===== src/rtl/vseq_pkg.sv =====
package vseq_pkg;

  typedef enum logic [1:0] {
    ST_LOAD  = 2'd0,
    ST_FETCH = 2'd1,
    ST_SETUP = 2'd2,
    ST_RUN   = 2'd3
  } vseq_state_e;

endpackage


===== src/rtl/vseq_cfg_mem.sv =====
module vseq_cfg_mem #(
  parameter int AW = 3,
  parameter int IW = 26
) (
  input  logic          clk,
  input  logic          rst_n,
  input  logic          we,
  input  logic [AW-1:0] waddr,
  input  logic [IW-1:0] wdata,
  input  logic [AW-1:0] raddr,
  output logic [IW-1:0] rdata
);
  localparam int DEPTH = 1 << AW;

  logic [IW-1:0] word_q [DEPTH];

  for (genvar g = 0; g < DEPTH; g++) begin : g_word
    always_ff @(posedge clk or negedge rst_n) begin
      if (!rst_n)
        word_q[g] <= '0;
      else if (we && (waddr == AW'(g)))
        word_q[g] <= wdata;
    end
  end

  assign rdata = word_q[raddr];
endmodule


===== src/rtl/vseq_opcount.sv =====
module vseq_opcount #(
  parameter int CNT_W = 6
) (
  input  logic             clk,
  input  logic             rst_n,
  input  logic             load,
  input  logic [CNT_W-1:0] load_val,
  input  logic             dec,
  output logic             last
);
  logic [CNT_W-1:0] cnt_q;

  always_ff @(posedge clk or negedge rst_n) begin
    if (!rst_n)
      cnt_q <= '0;
    else if (load)
      cnt_q <= load_val;
    else if (dec && (cnt_q != '0))
      cnt_q <= cnt_q - 1'b1;
  end

  assign last = (cnt_q == CNT_W'(1));
endmodule


===== src/rtl/vseq_dnhs.sv =====
module vseq_dnhs (
  input  logic clk,
  input  logic rst_n,
  input  logic set,
  input  logic ack,
  output logic valid
);
  always_ff @(posedge clk or negedge rst_n) begin
    if (!rst_n)
      valid <= 1'b0;
    else if (set)
      valid <= 1'b1;
    else if (ack)
      valid <= 1'b0;
  end
endmodule


===== src/rtl/vseq_ctrl.sv =====
module vseq_ctrl #(
  parameter int AW     = 3,
  parameter int OP_W   = 4,
  parameter int CNT_W  = 6,
  parameter int DESC_W = 8
) (
  input  logic                            clk,
  input  logic                            rst_n,
  input  logic                            cfg_we,
  input  logic [AW-1:0]                   cfg_addr,
  input  logic [OP_W+CNT_W+2*DESC_W-1:0]  cfg_wdata,
  input  logic                            in_avail,
  output logic                            in_take,
  output logic                            desc_load,
  output logic [DESC_W-1:0]               desc_a,
  output logic [DESC_W-1:0]               desc_b,
  output logic                            op_valid,
  output logic [OP_W-1:0]                 op_code,
  output logic                            executing,
  output logic                            prog_done,
  output logic                            dn_valid,
  input  logic                            dn_ack
);
  import vseq_pkg::*;

  localparam int IW    = OP_W + CNT_W + 2*DESC_W;
  localparam int DEPTH = 1 << AW;
  localparam logic [OP_W-1:0] END_OP = '1;

  function automatic logic [OP_W-1:0] f_op(input logic [IW-1:0] w);
    return w[IW-1 -: OP_W];
  endfunction

  function automatic logic [CNT_W-1:0] f_cnt(input logic [IW-1:0] w);
    return w[2*DESC_W +: CNT_W];
  endfunction

  function automatic logic [DESC_W-1:0] f_da(input logic [IW-1:0] w);
    return w[DESC_W +: DESC_W];
  endfunction

  function automatic logic [DESC_W-1:0] f_db(input logic [IW-1:0] w);
    return w[0 +: DESC_W];
  endfunction

  vseq_state_e   state_q, state_d;
  logic [AW:0]   pc_q, pc_d;
  logic [IW-1:0] ir_q;
  logic [IW-1:0] mem_rdata;
  logic          past_end;
  logic          is_end;
  logic          is_empty;
  logic          ev_start;
  logic          ev_finish;
  logic          ev_fetch_ok;
  logic          cnt_last;
  logic          done_q;

  vseq_cfg_mem #(.AW(AW), .IW(IW)) u_mem (
    .clk   (clk),
    .rst_n (rst_n),
    .we    (cfg_we && (state_q == ST_LOAD)),
    .waddr (cfg_addr),
    .wdata (cfg_wdata),
    .raddr (pc_q[AW-1:0]),
    .rdata (mem_rdata)
  );

  assign past_end    = pc_q[AW];
  assign is_end      = past_end || (f_op(mem_rdata) == END_OP);
  assign is_empty    = (f_cnt(mem_rdata) == '0);
  assign ev_start    = (state_q == ST_LOAD) && in_avail && !dn_valid;
  assign ev_finish   = (state_q == ST_FETCH) && is_end;
  assign ev_fetch_ok = (state_q == ST_FETCH) && !is_end && !is_empty;

  vseq_opcount #(.CNT_W(CNT_W)) u_cnt (
    .clk      (clk),
    .rst_n    (rst_n),
    .load     (ev_fetch_ok),
    .load_val (f_cnt(mem_rdata)),
    .dec      (state_q == ST_RUN),
    .last     (cnt_last)
  );

  vseq_dnhs u_hs (
    .clk   (clk),
    .rst_n (rst_n),
    .set   (ev_finish),
    .ack   (dn_ack),
    .valid (dn_valid)
  );

  always_comb begin
    state_d = state_q;
    pc_d    = pc_q;
    unique case (state_q)
      ST_LOAD: begin
        if (ev_start) begin
          state_d = ST_FETCH;
          pc_d    = '0;
        end
      end
      ST_FETCH: begin
        if (is_end)
          state_d = ST_LOAD;
        else if (is_empty)
          pc_d = pc_q + 1'b1;
        else
          state_d = ST_SETUP;
      end
      ST_SETUP: state_d = ST_RUN;
      ST_RUN: begin
        if (cnt_last) begin
          state_d = ST_FETCH;
          pc_d    = pc_q + 1'b1;
        end
      end
      default: state_d = ST_LOAD;
    endcase
  end

  always_ff @(posedge clk or negedge rst_n) begin
    if (!rst_n) begin
      state_q <= ST_LOAD;
      pc_q    <= '0;
      ir_q    <= '0;
      done_q  <= 1'b0;
    end else begin
      state_q <= state_d;
      pc_q    <= pc_d;
      done_q  <= ev_finish;
      if (ev_fetch_ok)
        ir_q <= mem_rdata;
    end
  end

  assign in_take   = ev_start;
  assign executing = (state_q != ST_LOAD);
  assign desc_load = (state_q == ST_SETUP);
  assign desc_a    = f_da(ir_q);
  assign desc_b    = f_db(ir_q);
  assign op_valid  = (state_q == ST_RUN);
  assign op_code   = f_op(ir_q);
  assign prog_done = done_q;

  localparam int UNUSED_DEPTH = DEPTH;
endmodule


===== config.mk =====
export PLATFORM = sky130hd
export DESIGN_NAME = vseq_ctrl
export DESIGN_NICKNAME = d
export VERILOG_FILES = /design/src/rtl/vseq_pkg.sv /design/src/rtl/vseq_cfg_mem.sv /design/src/rtl/vseq_opcount.sv /design/src/rtl/vseq_dnhs.sv /design/src/rtl/vseq_ctrl.sv
export SDC_FILE = /design/constraint.sdc
export NUM_CORES = 1
export LEC_CHECK = 0
export BUFFER_PORTS_ARGS = -buffer_cell sky130_fd_sc_hd__buf_2
export CAP_MARGIN = 5
export CORE_AREA = 2 2 159 115
export CTS_CLUSTER_SIZE = 20
export DETAILED_ROUTE_END_ITERATION = 10
export DIE_AREA = 0 0 161 117
export PLACE_DENSITY = 0.86
export SYNTH_ARGS = -nofsm -noshare
export SYNTH_HDL_FRONTEND = slang
export SYNTH_SLANG_ARGS = --single-unit
export TNS_END_PERCENT = 100

===== constraint.sdc =====
create_clock -name clk -period 4.48 [get_ports clk]
set_input_delay 1.344 -clock clk [delete_from_list [all_inputs] [get_ports clk]]
set_output_delay 1.344 -clock clk [all_outputs]
set_load 0.1 [all_outputs]

### Word level (Yosys, flattened, before mapping)

Index checks and enable logic that the tools add are counted.

| word-level totals | value |
|---|---|
| input port bits | 34 |
| word-level logic and storage cells | 81 |
| output and inout port bits | 26 |
| register bits | 248 |

| operators by class | value |
|---|---|
| muxes and demuxes | 17 |
| bitwise logic cells | 1 |
| reduce and logical (&&, ||, !) cells | 29 |
| magnitude comparators | 1 |
| equality and inequality tests | 17 |
| add/sub/neg operators | 2 |

Operator list:

| operator | count |
|---|---|
| binary-select mux 26 bit (select 3 bit) | 1 |
| two-way mux 26 bit | 2 |
| two-way mux 4 bit | 4 |
| logical AND 1 bit | 15 |
| equality test 3 bit, second input constant | 4 |
| two-way mux 6 bit | 2 |
| case mux 4 bit (3 select lines) | 1 |
| two-way mux 2 bit | 4 |
| != test 2 bit, second input constant | 4 |
| case mux 2 bit (4 select lines) | 1 |
| equality test 3 x 2 -> 1 bit, second input constant | 2 |
| equality test 6 x 1 -> 1 bit, second input constant | 1 |
| zero test 6 bit | 1 |
| nonzero test 2 bit | 3 |
| nonzero test 6 bit | 1 |
| subtractor 6 x 1 -> 6 bit, second input constant | 1 |
| AND reduction 5 bit | 1 |
| adder 4 x 1 -> 4 bit, second input constant | 1 |
| equality test 2 bit, second input constant | 2 |
| equality test 4 bit, second input constant | 1 |
| greater-or-equal comparator 4 bit, second input constant | 1 |
| inverter 3 -> 4 bit | 1 |
| equality test 3 x 1 -> 1 bit, second input constant | 1 |
| zero test 1 bit | 3 |
| other kinds (8) | 9 |

### Longest topological paths before layout

| depth | value |
|---|---|
| depth in word-level cells | 10 |
| depth in mapped cells | 11 |
| gate-level depth less buffers | 7 |

### Modules after synthesis

Synthesis repeated with hierarchy kept, for this count alone.

| second synthesis, totals | value |
|---|---|
| cells, all modules | 684 |
| area, all modules | 11090.6 um^2 |

By module, submodules not included:

| module | times used | area an instance (um^2) | cells each |
|---|---|---|---|
| vseq_cfg_mem | 1 | 9375.2 | 540 |
| vseq_ctrl | 1 | 1262.5 | 95 |
| vseq_opcount | 1 | 416.6 | 46 |
| vseq_dnhs | 1 | 36.3 | 3 |

### Worst setup path after synthesis

Ideal clock, no wire load.

| timing path | value |
|---|---|
| kind | input to output |
| start point | input in_avail |
| end point | output in_take |
| stages | 1 |
| required time | 3.136 ns |
| arrival time | 2.135 ns |
| path slack | 1.001 ns |
| cells stage by stage | and3_1 |

| on the way | value |
|---|---|
| cells in the longest elaborated chain, start to end | 2 |

Ends and longest elaborated chain:

| item | line | text |
|---|---|---|
| start, declared | vseq_ctrl.sv:12 | `input logic in_avail,` |
| logical AND 1 bit (2 in series) | vseq_ctrl.sv:72 | `assign ev_start = (state_q == ST_LOAD) && in_avail && !dn_valid;` |
| end, declared | vseq_ctrl.sv:13 | `output logic in_take,` |

Every way passes these cells.

### Worst setup path in the final report

| timing path | value |
|---|---|
| start point | register pc_q[0] |
| end point | register ir_q[25] |

| on the way | value |
|---|---|
| cells in the longest elaborated chain, start to end | 9 |
| elaborated cells between the ends (all ways) | 11 |
| classes of those cells | 1 x eq/ne; 3 x mux; 1 x bitwise; 6 x reduce/logical |

Ends and longest elaborated chain:

| item | line | text |
|---|---|---|
| start, declared | vseq_ctrl.sv:47 | `logic [AW:0] pc_q, pc_d;` |
| start signal, assigned | vseq_ctrl.sv:130 | `pc_q <= pc_d;` |
| inverter 3 -> 4 bit (not written as such) (*) | vseq_cfg_mem.sv:26 | `assign rdata = word_q[raddr];` |
| binary-select mux 26 bit (select 3 bit) (*) | vseq_cfg_mem.sv:26 |  |
| two-way mux 26 bit (not written as such) (*) (2 in series) | vseq_cfg_mem.sv:26 |  |
| equality test 4 bit | vseq_ctrl.sv:70 | `assign is_end = past_end \|\| (f_op(mem_rdata) == END_OP);` |
| logical OR 1 bit | vseq_ctrl.sv:70 |  |
| zero test 1 bit | vseq_ctrl.sv:74 | `assign ev_fetch_ok = (state_q == ST_FETCH) && !is_end && !is_empty;` |
| logical AND 1 bit (2 in series) | vseq_ctrl.sv:74 |  |
| end signal, assigned | vseq_ctrl.sv:133 | `ir_q <= mem_rdata;` |
| end, declared | vseq_ctrl.sv:48 | `logic [IW-1:0] ir_q;` |

Every way passes the cells marked *; elsewhere a longest branch is shown, timed or not. The select of a mux whose other input is x is not followed.
A chain may end at the register's enable or synchronous reset.

==> results.txt <==
----------------------------------------------------
[Logic synthesis]
  Unique masters post-synth ... between 40 and 50
  Yosys Warn Count ... 0
  Post-Syn Area ... around 11000 sq um
  Share of the yosys chip area belonging to registers ... 0.5483
  Dominant cells by area after synthesis ... dfrtp_1, mux2_2, mux4_2
  Mapped Nets ... between 700 and 800
  Area fraction of the dominant cell type after synthesis ... 0.5483
  Most area-hungry cell type in the Yosys netlist ... dfrtp_1
  Number of synthesized register bits ... around 240
  Synthesized instance count ... about 730
  Ys flop type ... dfrtp_1
  Number of flops mapped to enable cells by yosys ... 0
  Post-synth ARST share ... 1.000
  Mapped Avg Cell Area ... between 15 and 20 sq um

[Timing]
  Final period util ... 0.7560
  Max Fclk ... approximately 300 MHz
  Setup-violating endpoint count in the final report ... 0
  Crit path time final ... about 3.4 ns
  Setup repair after global routing missed its margin ... false
  Clock Skews ... between 0.01 and 0.015 ns
  Worst Tran Pin Value ... about 1.1 ns
  Remaining max-slew budget at the tightest pin ... 0.2625
  Final-report max-slew violation count ... 0
  Final-report hold violation count ... 0
  Setup Total Neg Slack ... 0 ns
  Worst-case setup margin in the final layout ... around 1.1 ns

[Finish]
  Post-layout nets ... 827
  Number of antenna repair diodes ... 0
  Fraction of final layout cells sized beyond drive strength 1 ... 0.5150
  Area growth syn-to-layout ... 11.91%
  Filler Cells Inserted ... 1099
  Sequential cell area in the final layout ... 6061 sq um
  Area of combinational cells with multiple inputs ... ~4800 sq um
  Finished layout cell area ... 12360 sq um

[Floorplanning]
  Horizontal die dimension ... ~160 um
  Floorplan Core Area ... between 15000 and 20000 sq um
  Cell row count ... between 40 and 50
  Starting density of the core ... 0.6333
  Die height ... between 100 and 150 um
  Top-Level Pins ... 60
  Die area ... approximately 19000 sq um

[Global route]
  Vias in the first global route ... 6963
  Total routing usage reported by global routing ... 0.2659
  First-pass GRT wire length ... around 39 mm
  Largest net degree at the start of global routing ... 110
  Number of antenna violations at the first check in global routing ... 0
  Gr ovfl total ... 0

[Critical path]
  Sequence of cells on the critical path ... mux4_2, or3_1, a222oi_1, buf_4, a211oi_4, buf_4, mux2_4
  Worst stage delay on the critical path ... 0.97 ns
  Master of the slowest instance on the critical path ... dfrtp_4
  Family of cells with the greatest summed delay on the critical path ... multiplexers
  CP Launch Type ... flip-flop
  Count of buffer and inverter cells on the critical path ... 2
  Endpoint arrival time on the critical path ... 3.79 ns
  Crit path capture type ... flip-flop
  Critical-path maximum fanout ... 43
  Endpoint required time on the critical path ... ~5 ns
  Worst setup path category ... reg -> reg
  Most Frequent Cell on Critical Path ... buf_4

[Detailed routing]
  Vias post-DR ... 6466
  Starting DRT DRC Count ... 511
  Post-route ant nets ... 0
  Drt pass-1 iters ... 4
  DRC violations left ... 0
  Post-Route WL ... roughly 24 mm
  Average wire per standard cell ... ~23 um
  Vias per Instance ... between 6 and 7

[CTS]
  Clock Sink Count ... between 200 and 250
  Maximum level of the CTS H-tree ... 1
  Clock slew seen by the registers of the worst setup and hold paths ... 0.06 ns
  Root cell of the clock tree ... clkbuf_16
  Number of setup buffers added after CTS ... 0
  Skew-Pair Late Insertion Delay ... between 0.5 and 0.6 ns
  CTS resizes ... 0
  Count of hold buffers inserted by post-cts repair ... 0
  Total clock buffers created by CTS ... 23
  Max clock buf depth ... 3
  CTS tree ... yes

[Min path]
  Path type of the worst min-delay path ... reg -> reg

[Flow run]
  Number of maximum-capacitance constraint violations ... 0

[Placed design]
  Pre-CTS setup slack ... 1.082 ns
  HPWL after detailed placement ... between 10 and 15 mm
  Placer congestion estimate ... between 0.8 and 0.9
  Placed instance area ... ~12000 sq um
  Port Buffer Count ... 59

[Outcome]
  Run status ... complete, no violations

[Power and ir drop]
  Power Density ... between 700 and 800 nW/um^2
  Largest voltage drop on the vdd net ... approximately 0.0005 V
  Leak ... about 5.4 nW

----------------------------------------------------
[stage by stage]
| step | util | hold slack [ns] | instances | total power [mW] |
|---|---|---|---|---|
| final | 0.7087 | 0.5020 | 1036 | 9.737 |
| after global routing | 0.7087 | 0.5117 | 1036 | 10.23 |
| after CTS | 0.7087 | 0.5028 | 1036 | 9.765 |
| after detailed placement | 0.6649 | 0.4864 | 995 | 7.769 |
| after global placement | 0.6649 | 0.4810 | 995 | 7.490 |
| after floorplan | - | 0.4739 | 725 | 6.927 |
[final timing paths]
check	endpoint	slack, ns	depth (start not counted)	from
worst max-delay path	ir_q[25]	1.09	7	pc_q[0]
worst min-delay path	u_mem.word_q[38]	0.50	1	u_mem.word_q[38]
worst max register to register	ir_q[25]	1.09	7	pc_q[0]
worst min register to register	u_mem.word_q[38]	0.50	1	u_mem.word_q[38]
max in group asynchronous	u_mem.word_q[110]	2.66	2	rst_n
min in group asynchronous	u_mem.word_q[154]	0.88	1	rst_n
[metal layers]
layer	part of all wire	track usage	up-vias
met3	0.051	0.03735	39
met2	0.49	0.4426	182
li1	-	-	2787
met4	0.019	0.07440	0
met1	0.44	0.3778	3458
met5	0	0	-
[synth_stat cells, types with 2 or more instances]
| library cell | count |
|---|---|
| a31oi_1 | 2 |
| nor2b_1 | 2 |
| a31oi_2 | 8 |
| inv_1 | 8 |
| mux2_2 | 213 |
| a21oi_1 | 2 |
| a22oi_1 | 5 |
| ha_1 | 9 |
| dfrtp_1 | 242 |
| or3_1 | 4 |
| nand3_1 | 4 |
| xnor2_1 | 5 |
| nand2b_1 | 2 |
| mux2_4 | 4 |
| a21oi_2 | 2 |
| mux4_2 | 48 |
| a41oi_1 | 2 |
| nand2_1 | 48 |
| clkbuf_1 | 26 |
| mux2i_1 | 12 |
| a31o_2 | 2 |
| buf_2 | 6 |
| buf_1 | 3 |
| buf_6 | 5 |
| a31oi_4 | 9 |
| nor2_1 | 26 |
| or2_1 | 2 |
| nor3_1 | 3 |
| or2_2 | 2 |
[cell families after synthesis]
family / Yosys count / share of synthesized area
xor+xnor: 5 / 0.003964
mux: 277 / 0.3313
compound gates: 45 / 0.04644
simple gates: 98 / 0.03806
fa+ha+maj: 9 / 0.01020
buf+inv: 49 / 0.02175
flops: 242 / 0.5483
[power by group]
group	internal, mW	switching [mW]
Combinational	1.77	2.12
Sequential	3.21	0.660
Clock	1.14	0.830
Total	6.12	3.61
[flip-flops by register name, indices dropped and copies added, names as in the netlist]
| register | cells |
|---|---|
| ir_q | 20 |
| pc_q | 4 |
| prog_done | 1 |
| state_q | 2 |
| u_cnt.cnt_q | 6 |
| u_hs.valid | 1 |
| u_mem.word_q | 208 |
[worst reg2reg max path: cells and delay by family (launching register included)]
kind,cells,cell delay [ns]
buffers and inverters,2,0.51
and+or+nand+nor,1,0.37
DFF,1,0.97
AOI/OAI and AO/OA,2,0.43
muxes,2,0.99
[cell usage in the layout (no fill, tap or decap), types with 2 or more instances in the layout]
cell type	synthesis	final
mux2_4	4	4
buf_2	6	58
a22oi_1	5	5
or2_1	2	2
dfrtp_1	242	240
mux2i_1	12	12
clkbuf_16	0	23
a21oi_1	2	2
clkinv_2	0	6
a31oi_2	8	8
inv_1	8	8
a21oi_2	2	2
or2_2	2	2
a31o_2	2	2
clkbuf_8	0	5
ha_1	9	9
nor2b_1	2	2
nor2_2	0	6
nor3_1	3	3
inv_6	0	2
nand2_1	48	48
a31oi_4	9	9
mux4_2	48	48
nor2_1	26	20
nand2b_1	2	2
mux2_2	213	213
or3_1	4	3
bufinv_16	0	2
buf_4	0	15
nand3_1	4	4
a31oi_1	2	2
a41oi_1	2	2
xnor2_1	5	5
clkbuf_1	26	3
[layout make-up]
| cell class | count | share of cell area |
|---|---|---|
| Sequential cell | 242 | 0.4903 |
| Tap cell | 236 | 0.02389 |
| Clock inverter | 10 | 0.008705 |
| Clock buffer | 31 | 0.05304 |
| Inverter | 8 | 0.002429 |
| Multi-Input combinational cell | 434 | 0.3862 |
| Timing Repair Buffer | 75 | 0.03543 |
Note: power is estimated with default switching activity, not from simulation.
